--- src/rtl/ipt_frame_search.sv ---
module ipt_frame_search #(
  parameter int PID_W       = 8,
  parameter int VPN_W       = 19,
  parameter int OFF_W       = 13,
  parameter int FRAME_W     = 6,
  parameter int PROBE_LIMIT = 8
) (
  input  logic                       clk,
  input  logic                       rst_n,
  input  logic                       req_valid,
  input  logic [PID_W-1:0]           req_pid,
  input  logic [VPN_W-1:0]           req_vpn,
  input  logic [OFF_W-1:0]           req_off,
  output logic                       req_ready,
  output logic                       tbl_rd_en,
  output logic [FRAME_W-1:0]         tbl_addr,
  input  logic [PID_W+VPN_W:0]       tbl_rd_data,
  output logic                       rsp_done,
  output logic                       rsp_hit,
  output logic [FRAME_W-1:0]         rsp_frame,
  output logic [FRAME_W+OFF_W-1:0]   rsp_paddr
);
  localparam int DEPTH = 1 << FRAME_W;
  localparam int LIMIT = (PROBE_LIMIT > DEPTH) ? DEPTH : ((PROBE_LIMIT < 1) ? 1 : PROBE_LIMIT);
  localparam int CNT_W = $clog2(LIMIT + 1);
  localparam logic [CNT_W-1:0] LIMIT_C = CNT_W'(LIMIT);

  logic               busy_q;
  logic [PID_W-1:0]   pid_q;
  logic [VPN_W-1:0]   vpn_q;
  logic [OFF_W-1:0]   off_q;
  logic [FRAME_W-1:0] nxt_q;
  logic [CNT_W-1:0]   issued_q;
  logic               pend_q;
  logic               pend_last_q;
  logic [FRAME_W-1:0] pend_idx_q;

  logic               accept;
  logic               more;
  logic               match;
  logic               give_up;
  logic [FRAME_W-1:0] start_slot;

  wire               ent_valid = tbl_rd_data[PID_W+VPN_W];
  wire [PID_W-1:0]   ent_pid   = tbl_rd_data[PID_W+VPN_W-1:VPN_W];
  wire [VPN_W-1:0]   ent_vpn   = tbl_rd_data[VPN_W-1:0];

  assign start_slot = req_vpn[FRAME_W-1:0] ^ FRAME_W'(req_pid);
  assign accept     = req_valid & ~busy_q;
  assign match      = pend_q & ent_valid & (ent_pid == pid_q) & (ent_vpn == vpn_q);
  assign give_up    = pend_q & ~match & pend_last_q;
  assign more       = busy_q & ~match & (issued_q < LIMIT_C);

  assign req_ready  = ~busy_q;
  assign tbl_rd_en  = accept | more;
  assign tbl_addr   = accept ? start_slot : nxt_q;

  always_ff @(posedge clk or negedge rst_n) begin
    if (!rst_n) begin
      busy_q      <= 1'b0;
      pid_q       <= '0;
      vpn_q       <= '0;
      off_q       <= '0;
      nxt_q       <= '0;
      issued_q    <= '0;
      pend_q      <= 1'b0;
      pend_last_q <= 1'b0;
      pend_idx_q  <= '0;
    end else if (accept) begin
      busy_q      <= 1'b1;
      pid_q       <= req_pid;
      vpn_q       <= req_vpn;
      off_q       <= req_off;
      nxt_q       <= start_slot + 1'b1;
      issued_q    <= CNT_W'(1);
      pend_q      <= 1'b1;
      pend_idx_q  <= start_slot;
      pend_last_q <= (LIMIT == 1);
    end else if (busy_q) begin
      if (match || give_up) begin
        busy_q <= 1'b0;
        pend_q <= 1'b0;
      end else if (more) begin
        nxt_q       <= nxt_q + 1'b1;
        issued_q    <= issued_q + 1'b1;
        pend_q      <= 1'b1;
        pend_idx_q  <= nxt_q;
        pend_last_q <= (issued_q + 1'b1 == LIMIT_C);
      end else begin
        pend_q <= 1'b0;
      end
    end
  end

  always_ff @(posedge clk or negedge rst_n) begin
    if (!rst_n) begin
      rsp_done  <= 1'b0;
      rsp_hit   <= 1'b0;
      rsp_frame <= '0;
      rsp_paddr <= '0;
    end else begin
      rsp_done  <= match | give_up;
      rsp_hit   <= match;
      rsp_frame <= match ? pend_idx_q : '0;
      rsp_paddr <= match ? {pend_idx_q, off_q} : '0;
    end
  end

  logic [CNT_W:0] chk_reads;
  always_ff @(posedge clk or negedge rst_n) begin
    if (!rst_n)         chk_reads <= '0;
    else if (accept)    chk_reads <= (CNT_W+1)'(1);
    else if (tbl_rd_en) chk_reads <= chk_reads + 1'b1;
  end


  probe_step_chk: assert property (@(posedge clk) disable iff (!rst_n)
    (tbl_rd_en && busy_q && $past(tbl_rd_en)) |-> tbl_addr == FRAME_W'($past(tbl_addr) + 1'b1));


  read_budget_chk: assert property (@(posedge clk) disable iff (!rst_n)
    chk_reads <= (CNT_W+1)'(LIMIT));


  miss_zero_chk: assert property (@(posedge clk) disable iff (!rst_n)
    (rsp_done && !rsp_hit) |-> (rsp_frame == '0 && rsp_paddr == '0));


  done_pulse_chk: assert property (@(posedge clk) disable iff (!rst_n)
    rsp_done |=> !rsp_done);


  hit_needs_done_chk: assert property (@(posedge clk) disable iff (!rst_n)
    rsp_hit |-> rsp_done);


  done_after_busy_chk: assert property (@(posedge clk) disable iff (!rst_n)
    rsp_done |-> $past(!req_ready));
endmodule

--- config.mk ---
export PLATFORM = sky130hd
export DESIGN_NAME = ipt_frame_search
export DESIGN_NICKNAME = d
export VERILOG_FILES = /design/src/rtl/ipt_frame_search.sv
export SDC_FILE = /design/constraint.sdc
export NUM_CORES = 1
export LEC_CHECK = 0
export ABC_AREA = 1
export BUFFER_PORTS_ARGS = -buffer_cell sky130_fd_sc_hd__buf_2
export CORE_UTILIZATION = 45
export DETAILED_ROUTE_END_ITERATION = 6
export GPL_TIMING_DRIVEN = 1
export PLACE_DENSITY = 0.78
export SLEW_MARGIN = 40
export SYNTH_ARGS = -nofsm -noshare
export SYNTH_HDL_FRONTEND = slang
export SYNTH_SLANG_ARGS = --single-unit
--- constraint.sdc ---
create_clock -name clk -period 2.2 [get_ports clk]
set_clock_uncertainty 0.1 [all_clocks]
set_input_delay 0.55 -clock clk [delete_from_list [all_inputs] [get_ports clk]]
set_output_delay 0.55 -clock clk [all_outputs]
set_load 0.1 [all_outputs]
==> results.txt, run 1 <==
Worst Hold Depth - 3
Synthesized netlist cell count - 503
Post-Layout Inst Area - 0.005170 sq mm
Clock sink count - 80
Die height - 95.35 um
Crit path largest cell delay - 0.42 ns
Post-synth design cell area - 0.003921 sq mm
Mean routed wirelength per cell - 12.52 um
Max-slew headroom at the worst pin - 0.6737
Nature of the critical path startpoint - register
Pin count of the biggest net entering global routing - 51
Top layer in use - met4
Portion of the clock cycle consumed by the worst path in the final layout - 1.070
Number of DRC violations after detailed-routing iteration 0 - 177
CTS tree - yes
Leakage component of the power - 2.907 nW
Number of I/O pins - 106
Area of the core - 0.008341 sq mm
HPWL after detailed placement - 6.348 mm
Flop and latch count out of synthesis - 80
Overall global routing resource usage - 0.2115
Average via count per standard cell - 4.748
Max-slew violation count - 0
ANT nets after route - 0
Worst Path Buf+Inv - 1
Nets - 703
Proportion of netlist area held by the largest area contributor - 0.5105
Sequence of cells on the critical path - xnor2_1 -> nand2_1 -> nor2_2 -> nand3_2 -> o21ai_2 -> nand2_2 -> buf_12
Kind of cell with the highest combined delay on the critical path - simple AND/OR/NAND/NOR gates
Number of unique standard cell types used by synthesis - 25
Number of buffers added on ports - 105
Crit path setup slack, layout - -0.1538 ns
Worst Setup Path Type - register to output port
Worst min-delay path category - primary input to register
CP max FO - 2
Clock-pin transition on the worst setup and hold timing paths - 0.09 ns
Routed wl met3 - 440 um
Power density normalized to cell area - 1308 mW/mm^2
Post-Place Cell Area - 0.004711 sq mm
Worst Max-Slew Pin Slew - 0.4928 ns
Count of unresolved DRC violations after routing - 0
Clk root buf - clkbuf_8
Internal reg-to-reg setup slack - 0.15 ns
Final count of hold timing violations - 0
Number of buffers inserted during clock tree synthesis - 9
F_max - 424.8 MHz
Wire length of the first global-routing pass - 14.75 mm
Proportion of synthesized chip area in sequential cells - 0.5105
Worst setup slack after placement - -0.1550 ns
Starting Density - 0.4701
Dominant cell type by area after synthesis - dfrtp_1
Reg2reg path depth - 16
Failing checks - negative setup slack
Number of fillers in the final layout - 720
Die Span X - 95.35 um
Outcome - finished, violations left
RePlAce Congestion - 0.8187
Kind of capture point of the worst setup path - output port
Later-pin clock latency in the skew report - 0.35 ns
Max_cap viols - 0
Die area - 0.009092 sq mm
Maximum vdd drop - 1.742 mV
Library cell contributing the largest single delay on the critical path - dfrtp_1
Number of antenna cells inserted - 0
Total grt overflow - 0
Count of endpoints failing setup in the final report - 3
Setup repair after global routing missed its margin - true
Detailed-routing iteration count for the pre-antenna-repair pass - 5
Final worst path period need - 2.354 ns
Critical Path End - tbl_rd_en
Antenna violations before repair - 0
Endpoint of the worst-slack reg-to-reg timing path - busy_q$_DFF_PN0_
Met1 routed wirelength after detailed routing - 3.952 mm
Top area cells in the synthesized netlist - dfrtp_1 (51%), nand2_1 (16%), inv_1 (7.9%)
Worst reg2reg path startpoint - pid_q[5]$_DFFE_PN0P_
Setup crit start - pid_q[0]$_DFFE_PN0P_
Post-synth net total - 577
Length of routed met2 wiring - 4.749 mm
Data required time of the worst path - 1.55 ns
Arrival time at the worst endpoint - 1.70 ns
Routed via count - 3,509
Total detailed-routing wirelength - 9.249 mm
Via count of the first global-routing pass - 3,394
Synthesis-to-layout area growth - 31.84%
Stages on the worst setup path - 7
Clock H-tree levels - 3
Final total negative setup slack - -0.2465 ns
Fraction of final layout cells with drive strength greater than 1 - 0.3123
Synth Warn # - 0
Number of buffers on the longest clock path - 2
Avg Synthesized Cell Area - 7.796 sq um
FP Rows - 33
power by group:
| part | leakage (nW) | switching (mW) | total (mW) | internal (mW) |
|---|---|---|---|---|
| clock | 0.105 | 0.570 | 1.14 | 0.573 |
| sequential | 1.02 | 0.274 | 2.26 | 1.99 |
| combinational | 1.78 | 2.10 | 3.35 | 1.26 |
repair_timing:
item | CTS | global route
hold buffers | 1 | 0
gates cloned | 0 | 2
setup endpoints to repair | 6 | 45
gates resized for setup | 11 | 22
buffers inserted | 9 | 8
pin swaps | 9 | 21
endpoints found under the hold margin | 7 | 0
kinds of logic (layout without fill, tap and decap cells):
logic type	after synthesis	in the layout	share of synthesized area
simple gates	256	257	0.2792
buf+inv	110	240	0.1206
flops	80	80	0.5105
xor+xnor	10	10	0.02234
fa+ha+maj	3	3	0.009573
compound gates	44	44	0.05775
worst min-delay path by stage:
| stage | from | slack, ns | endpoint |
|---|---|---|---|
| finish | req_vpn[6] | 0.30 | vpn_q[6]$_DFFE_PN0P_ |
| global route | req_vpn[8] | 0.29 | vpn_q[8]$_DFFE_PN0P_ |
| CTS | req_vpn[6] | 0.28 | vpn_q[6]$_DFFE_PN0P_ |
| detailed placement | rst_n | 0.28 | pid_q[7]$_DFFE_PN0P_ |
| global placement | rst_n | 0.28 | pid_q[7]$_DFFE_PN0P_ |
| floorplan | rst_n | 0.15 | busy_q$_DFF_PN0_ |
cell usage after synthesis (all sizes together):
master  instances
or2             2
nand2         172
clkbuf          5
o21ai          43
nand4           3
xor2            3
dfrtp          80
o21a            1
nand3          37
buf            17
nor2           42
ha              3
inv            88
xnor2           7
worst min-delay path, cell delays in order:
cell,delay [ns]
buf_2,0.07
nand2_1,0.04
o21ai_0,0.05
per-stage QoR:
stage	util	std cells	total power [mW]	hold slack, ns
after floorplan	-	503	4.442	0.1544
after global placement	0.5648	705	5.149	0.2809
after detailed placement	0.5648	705	5.259	0.2838
after CTS	0.6040	731	6.578	0.2787
after global routing	0.6199	739	7.255	0.2884
final	0.6199	739	6.762	0.2952
final cells by class:
cell class                 count  area (sq um)  share of cell area
clock buffer                  10         137.6             0.02662
clock inverter                 6         75.07             0.01452
inverter                      88         362.8             0.07018
multi-input combinational    314          1565              0.3028
sequential                    80          2002              0.3872
tap                          105         131.4             0.02541
timing repair buffer         135         884.6              0.1711
timing repair inverter         1         11.26            0.002178
layer usage:
metal | global-route usage | vias up
met2 | 0.3827 | 102
met4 | 0.05429 | 0
li1 | - | 1757
met1 | 0.2483 | 1638
met3 | 0.05263 | 12
met5 | 0 | -
state kept, by name, summed over array words and instances (netlist names):
register / cells
busy_q: 1
issued_q: 4
nxt_q: 6
off_q: 13
pend_idx_q: 6
pend_last_q: 1
pend_q: 1
pid_q: 8
rsp_done: 1
rsp_frame: 1
rsp_hit: 1
rsp_paddr: 18
vpn_q: 19
layout by cell type (no fill, tap or decap), types with 3 or more instances in the layout:
| cell | Yosys | layout |
|---|---|---|
| nand2_1 | 167 | 163 |
| buf_2 | 7 | 97 |
| dfrtp_1 | 80 | 80 |
| inv_1 | 83 | 78 |
| o21ai_0 | 40 | 40 |
| nor2_1 | 38 | 30 |
| nand3_1 | 29 | 27 |
| buf_4 | 7 | 26 |
| nor2_2 | 4 | 11 |
| clkbuf_8 | 0 | 10 |
| nand3_2 | 7 | 9 |
| buf_12 | 0 | 8 |
| xnor2_1 | 7 | 7 |
| nand2_2 | 4 | 7 |
| inv_2 | 4 | 3 |
| inv_4 | 1 | 3 |
| clkinvlp_4 | 0 | 3 |
| xor2_1 | 3 | 3 |
| nand4_1 | 3 | 3 |
| buf_6 | 3 | 3 |
(Power assumes the default switching activity.)
==> run 2: changes to the inputs <==
--- a/config.mk
+++ b/config.mk
@@ -11,6 +11,7 @@
 export DETAILED_ROUTE_END_ITERATION = 6
 export GPL_TIMING_DRIVEN = 1
 export PLACE_DENSITY = 0.78
+export REMOVE_ABC_BUFFERS = 1
 export SLEW_MARGIN = 40
 export SYNTH_ARGS = -nofsm -noshare
 export SYNTH_HDL_FRONTEND = slang
==> results.txt, run 2 (synthesized netlist as in run 1, its figures left out) <==
CTS tree - yes (unchanged)
Synthesis-to-layout area growth - 26.58% (was 31.84%)
Portion of the clock cycle consumed by the worst path in the final layout - 1.052 (was 1.070)
Mean routed wirelength per cell - 11.92 um (was 12.52 um)
Most prevalent standard cell on the critical path - nand2_2
Commonest non-fill, non-tap cell in the layout - nand2_1 (unchanged)
Worst Setup Path Type - register to output port (unchanged)
Wire length of the first global-routing pass - 14.82 mm (was 14.75 mm)
Clock H-tree levels - 3 (unchanged)
CP max FO - 3 (was 2)
Fraction of final layout cells with drive strength greater than 1 - 0.2862 (was 0.3123)
Clock sink count - 80 (unchanged)
Max-slew headroom at the worst pin - 0.6740 (was 0.6737)
Most frequent cells in the layout - nand2_1 (164), buf_2 (97), dfrtp_1 (80) (was nand2_1 (163), buf_2 (97), dfrtp_1 (80))
Antenna violations before repair - 0 (unchanged)
Number of antenna cells inserted - 0 (unchanged)
FP Rows - 33 (unchanged)
Total detailed-routing wirelength - 8.663 mm (was 9.249 mm)
Pin count of the biggest net entering global routing - 38 (was 51)
Later-pin clock latency in the skew report - 0.35 ns (about the same)
Kind of cell with the highest combined delay on the critical path - simple AND/OR/NAND/NOR gates (unchanged)
Finished Core Util - 0.5951 (was 0.6199)
Nets - 691 (was 703)
Number of buffers on the longest clock path - 2 (unchanged)
Final count of hold timing violations - 0 (unchanged)
Worst Max-Slew Pin Slew - 0.4923 ns (was 0.4928 ns)
Count of endpoints failing setup in the final report - 1 (was 3)
Final worst path period need - 2.315 ns (was 2.354 ns)
Post-Place Cell Area - 0.004663 sq mm (was 0.004711 sq mm)
Die height - 95.35 um (unchanged)
Biggest registers after layout - vpn_q (19), rsp_paddr (18), off_q (13) (unchanged)
Number of buffers added on ports - 105 (unchanged)
Setup repair after global routing missed its margin - true (unchanged)
Detailed-routing iteration count for the pre-antenna-repair pass - 4 (was 5)
Power after layout - 6.486 mW (was 6.762 mW)
Number of I/O pins - 106 (unchanged)
Crit path setup slack, layout - -0.1151 ns (was -0.1538 ns)
RePlAce Congestion - 0.8185 (was 0.8187)
Nature of the critical path startpoint - register (unchanged)
Die area - 0.009092 sq mm (unchanged)
Total grt overflow - 0 (unchanged)
Leakage component of the power - 2.835 nW (was 2.907 nW)
Worst Path Buf+Inv - 1 (unchanged)
Crit path largest cell delay - 0.41 ns (was 0.42 ns)
Maximum vdd drop - 1.179 mV (was 1.742 mV)
Via count of the first global-routing pass - 3,320 (was 3,394)
HPWL after detailed placement - 6.503 mm (was 6.348 mm)
Failing checks - negative setup slack (unchanged)
Layout Cells excl Fill - 727 (was 739)
Arrival time at the worst endpoint - 1.67 ns (was 1.70 ns)
ANT nets after route - 0 (unchanged)
Power density normalized to cell area - 1307 mW/mm^2 (was 1308 mW/mm^2)
Number of cells in the design after placement - 707 (was 705)
Routed via count - 3,365 (was 3,509)
Number of DRC violations after detailed-routing iteration 0 - 141 (was 177)
Max-slew violation count - 0 (unchanged)
Outcome - finished, violations left (unchanged)
Area of the core - 0.008341 sq mm (unchanged)
Worst hold slack after final layout - 0.02545 ns (was 0.2952 ns)
Biggest register - vpn_q (unchanged)
F_max - 432.0 MHz (was 424.8 MHz)
Cts-stage hold buffer count - 0 (was 1)
Worst min-delay path category - primary input to async pin (was primary input to register)
Clk root buf - clkbuf_8 (unchanged)
Post-Layout Inst Area - 0.004964 sq mm (was 0.005170 sq mm)
Sequence of cells on the critical path - nand2_1 -> nand2_1 -> nor2_2 -> nand2_2 -> nor2_2 -> nand2_2 -> o21ai_2 -> nand2_2 -> buf_12 (was xnor2_1 -> nand2_1 -> nor2_2 -> nand3_2 -> o21ai_2 -> nand2_2 -> buf_12)
Count of unresolved DRC violations after routing - 0 (unchanged)
Average via count per standard cell - 4.629 (was 4.748)
Clock-pin transition on the worst setup and hold timing paths - 0.09 ns (about the same)
Starting Density - 0.4701 (unchanged)
Die Span X - 95.35 um (unchanged)
Kind of capture point of the worst setup path - output port (unchanged)
Flip-flop count of the largest register, all copies and words added - 19 (unchanged)
Library cell contributing the largest single delay on the critical path - dfrtp_1 (unchanged)
Overall global routing resource usage - 0.2123 (was 0.2115)
Number of buffers inserted during clock tree synthesis - 9 (unchanged)
Max_cap viols - 0 (unchanged)
Data required time of the worst path - 1.55 ns (about the same)
run 2: cell types whose count changed in the layout (fill, tap and decap cells not counted), moves of 2 or more:
cell,delta
buf_6,-3
nor2_2,-3
buf_4,-6
nand3_2,-2
nor2_1,+4
o21ai_2,+2
clkinvlp_4,-2
nand3_1,+2
o21ai_4,-2
inv_2,+3
run 2: metrics by stage:
step	TNS [ns]	setup WS [ns]
2_1_floorplan	-12.56	-1.112
3_3_place_gp	-0.1891	-0.1891
3_5_place_dp	-0.1583	-0.1583
4_1_cts	-0.1461	-0.1461
5_1_grt	-0.3391	-0.2588
6_report	-0.1151	-0.1151
run 2: worst paths after layout:
check	from	to	slack, ns	cells after the start
setup / recovery	vpn_q[17]$_DFFE_PN0P_	tbl_rd_en	-0.12	9
hold / removal	rst_n	off_q[11]$_DFFE_PN0P_	0.03	1
setup reg to reg	vpn_q[16]$_DFFE_PN0P_	issued_q[3]$_DFFE_PN0P_	0.49	11
hold reg to reg	off_q[3]$_DFFE_PN0P_	rsp_paddr[3]$_DFF_PN0_	0.38	2
max in group asynchronous	rst_n	vpn_q[5]$_DFFE_PN0P_	1.37	2
min in group clk	req_vpn[17]	vpn_q[17]$_DFFE_PN0P_	0.29	3
run 2: power by group:
part | internal [mW] | total, mW | switching [mW]
Clock | 0.546 | 1.12 | 0.577
Combinational | 1.13 | 3.11 | 1.98
Sequential | 1.99 | 2.25 | 0.264
run 2: per-layer routing:
metal  GRT usage  share of wire
met1      0.2609           0.45
met2      0.3690           0.49
met3     0.05423          0.058
met4     0.05556         0.0095
met5           0              0
run 2: area by class of cell:
type,instances,area (sq um)
Sequential cell,80,2002
Multi-Input combinational cell,313,1479
Timing Repair Buffer,125,795.8
Tap cell,105,131.4
Clock buffer,9,123.9
Inverter,88,347.8
Clock inverter,7,83.83
Fill cell,770,3377
run 2: timing repair:
action	in CTS	in global routing
pin swaps	1	8
resized for setup	10	14
buffers inserted	3	1
setup endpoints to repair	7	6
hold endpoints to repair	0	0
run 2: worst register-to-register path: cells and delay by family, from the launching register on:
kind | cells | cell delay, ns
simple gates | 9 | 0.88
flops | 1 | 0.37
buf+inv | 2 | 0.26
==> run 3: changes to the inputs <==
--- a/config.mk
+++ b/config.mk
@@ -10,7 +10,7 @@
 export CORE_UTILIZATION = 45
 export DETAILED_ROUTE_END_ITERATION = 6
 export GPL_TIMING_DRIVEN = 1
-export PLACE_DENSITY = 0.78
+export PLACE_DENSITY_LB_ADDON = 0.1
 export REMOVE_ABC_BUFFERS = 1
 export SLEW_MARGIN = 40
 export SYNTH_ARGS = -nofsm -noshare
==> results.txt, run 3 (synthesized netlist as in run 1, its figures left out) <==
Worst min-delay path category - primary input to async pin (unchanged)
Nature of the critical path startpoint - register (unchanged)
Sequence of cells on the critical path - inv_2 -> nand2_2 -> nand2_1 -> nand2_1 -> nor2_2 -> nand3_2 -> o21ai_2 -> nand2_2 -> buf_12 (was nand2_1 -> nand2_1 -> nor2_2 -> nand2_2 -> nor2_2 -> nand2_2 -> o21ai_2 -> nand2_2 -> buf_12)
Die area - 0.009092 sq mm (unchanged)
Starting Density - 0.4701 (unchanged)
Die height - 95.35 um (unchanged)
Post-Place Cell Area - 0.004663 sq mm (unchanged)
Clock-pin transition on the worst setup and hold timing paths - 0.09 ns (about the same)
Biggest registers after layout - vpn_q (19), rsp_paddr (18), off_q (13) (unchanged)
Antenna violations before repair - 0 (unchanged)
Flip-flop count of the largest register, all copies and words added - 19 (unchanged)
RePlAce Congestion - 0.7825 (was 0.8185)
Number of fillers in the final layout - 800 (was 770)
Leakage component of the power - 2.837 nW (was 2.835 nW)
Arrival time at the worst endpoint - 1.69 ns (was 1.67 ns)
Average via count per standard cell - 4.534 (was 4.629)
Failing checks - negative setup slack (unchanged)
Setup repair after global routing missed its margin - true (unchanged)
Overall global routing resource usage - 0.2056 (was 0.2123)
F_max - 428.0 MHz (was 432.0 MHz)
Number of buffers inserted during clock tree synthesis - 9 (unchanged)
Number of antenna cells inserted - 0 (unchanged)
Routed via count - 3,319 (was 3,365)
Worst hold slack after final layout - 0.03134 ns (was 0.02545 ns)
Power density normalized to cell area - 1277 mW/mm^2 (was 1307 mW/mm^2)
Max-slew headroom at the worst pin - 0.6702 (was 0.6740)
Worst Setup Path Type - register to output port (unchanged)
Clock sink count - 80 (unchanged)
Pin count of the biggest net entering global routing - 37 (was 38)
Count of unresolved DRC violations after routing - 0 (unchanged)
Total detailed-routing wirelength - 8.628 mm (was 8.663 mm)
Kind of capture point of the worst setup path - output port (unchanged)
CTS tree - yes (unchanged)
Number of buffers on the longest clock path - 2 (unchanged)
Number of DRC violations after detailed-routing iteration 0 - 143 (was 141)
Number of buffers added on ports - 105 (unchanged)
Worst setup slack after placement - -0.1420 ns (was -0.1583 ns)
Max_cap viols - 0 (unchanged)
Area of the core - 0.008341 sq mm (unchanged)
Synthesis-to-layout area growth - 26.58% (unchanged)
Final count of hold timing violations - 0 (unchanged)
Total grt overflow - 0 (unchanged)
Finished Core Util - 0.5951 (unchanged)
Worst Max-Slew Pin Slew - 0.4982 ns (was 0.4923 ns)
Die Span X - 95.35 um (unchanged)
Clk root buf - clkbuf_8 (unchanged)
Nets - 696 (was 691)
Library cell contributing the largest single delay on the critical path - dfrtp_1 (unchanged)
Crit path setup slack, layout - -0.1365 ns (was -0.1151 ns)
Number of I/O pins - 106 (unchanged)
Via count of the first global-routing pass - 3,150 (was 3,320)
Data required time of the worst path - 1.55 ns (about the same)
Post-Layout Inst Area - 0.004964 sq mm (unchanged)
Final worst path period need - 2.337 ns (was 2.315 ns)
Clock H-tree levels - 3 (unchanged)
Layout Cells excl Fill - 732 (was 727)
Power after layout - 6.337 mW (was 6.486 mW)
Number of cells in the design after placement - 707 (unchanged)
FP Rows - 33 (unchanged)
Most frequent cells in the layout - nand2_1 (165), buf_2 (97), dfrtp_1 (80) (was nand2_1 (164), buf_2 (97), dfrtp_1 (80))
Detailed-routing iteration count for the pre-antenna-repair pass - 4 (unchanged)
Fraction of final layout cells with drive strength greater than 1 - 0.2871 (was 0.2862)
CP max FO - 2 (was 3)
Mean routed wirelength per cell - 11.79 um (was 11.92 um)
Count of endpoints failing setup in the final report - 1 (unchanged)
Cts-stage hold buffer count - 0 (unchanged)
Commonest non-fill, non-tap cell in the layout - nand2_1 (unchanged)
Wire length of the first global-routing pass - 14.20 mm (was 14.82 mm)
ANT nets after route - 0 (unchanged)
Max-slew violation count - 0 (unchanged)
Biggest register - vpn_q (unchanged)
Maximum vdd drop - 0.9920 mV (was 1.179 mV)
Final total negative setup slack - -0.1365 ns (was -0.1151 ns)
Later-pin clock latency in the skew report - 0.35 ns (about the same)
Outcome - finished, violations left (unchanged)
Crit path largest cell delay - 0.40 ns (was 0.41 ns)
HPWL after detailed placement - 6.243 mm (was 6.503 mm)
Portion of the clock cycle consumed by the worst path in the final layout - 1.062 (was 1.052)
run 3: cell types whose count changed in the layout (fill, tap and decap cells not counted), sizes merged:
| cell | change |
|---|---|
| buf | +5 |
| clkinvlp | +3 |
| inv | -2 |
| bufinv | -1 |
run 3: worst max-delay path: cells and delay by family (launching register included):
| family | cells | cell delay, ns |
|---|---|---|
| DFF | 1 | 0.40 |
| and+or+nand+nor | 6 | 0.54 |
| buffers and inverters | 2 | 0.25 |
| AOI/OAI and AO/OA | 1 | 0.16 |
run 3: layout make-up:
class,instances,area (sq um),area share
clock buffer,9,123.9,0.02496
tap,105,131.4,0.02647
clock inverter,7,55.05,0.01109
timing repair buffer,130,840.8,0.1694
sequential,80,2002,0.4033
inverter,88,342.8,0.06907
multi-input combinational,313,1468,0.2957
run 3: what timing repair did:
item                                    4_1_cts  5_1_grt
setup buffers                                 4        5
hold endpoints to repair                      0        0
pin swaps                                    10        8
gates resized for setup                      12        9
endpoints found under the setup margin        7        4
gates cloned                                  0        0
run 3: path summary, 6_finish.rpt:
check | end | slack, ns | cells after the start | startpoint
min in group clk | off_q[0]$_DFFE_PN0P_ | 0.30 | 3 | req_off[0]
max in group asynchronous | vpn_q[12]$_DFFE_PN0P_ | 1.40 | 2 | rst_n
worst min register to register | rsp_paddr[1]$_DFF_PN0_ | 0.39 | 2 | off_q[1]$_DFFE_PN0P_
worst max-delay path | tbl_rd_en | -0.14 | 9 | vpn_q[18]$_DFFE_PN0P_
worst min-delay path | rsp_paddr[4]$_DFF_PN0_ | 0.03 | 1 | rst_n
worst max register to register | nxt_q[4]$_DFFE_PN0P_ | 0.46 | 12 | busy_q$_DFF_PN0_
run 3: metal layers:
layer	wire (um)	GRT usage
met1	4080	0.2635
met2	3992	0.3399
met3	455	0.05423
met4	99	0.06061
met5	0	0
run 3: power by group:
part	total, mW	internal [mW]	switching, mW
registers	2.24	1.99	0.251
logic	3.10	1.14	1.96
clock network	0.998	0.419	0.579
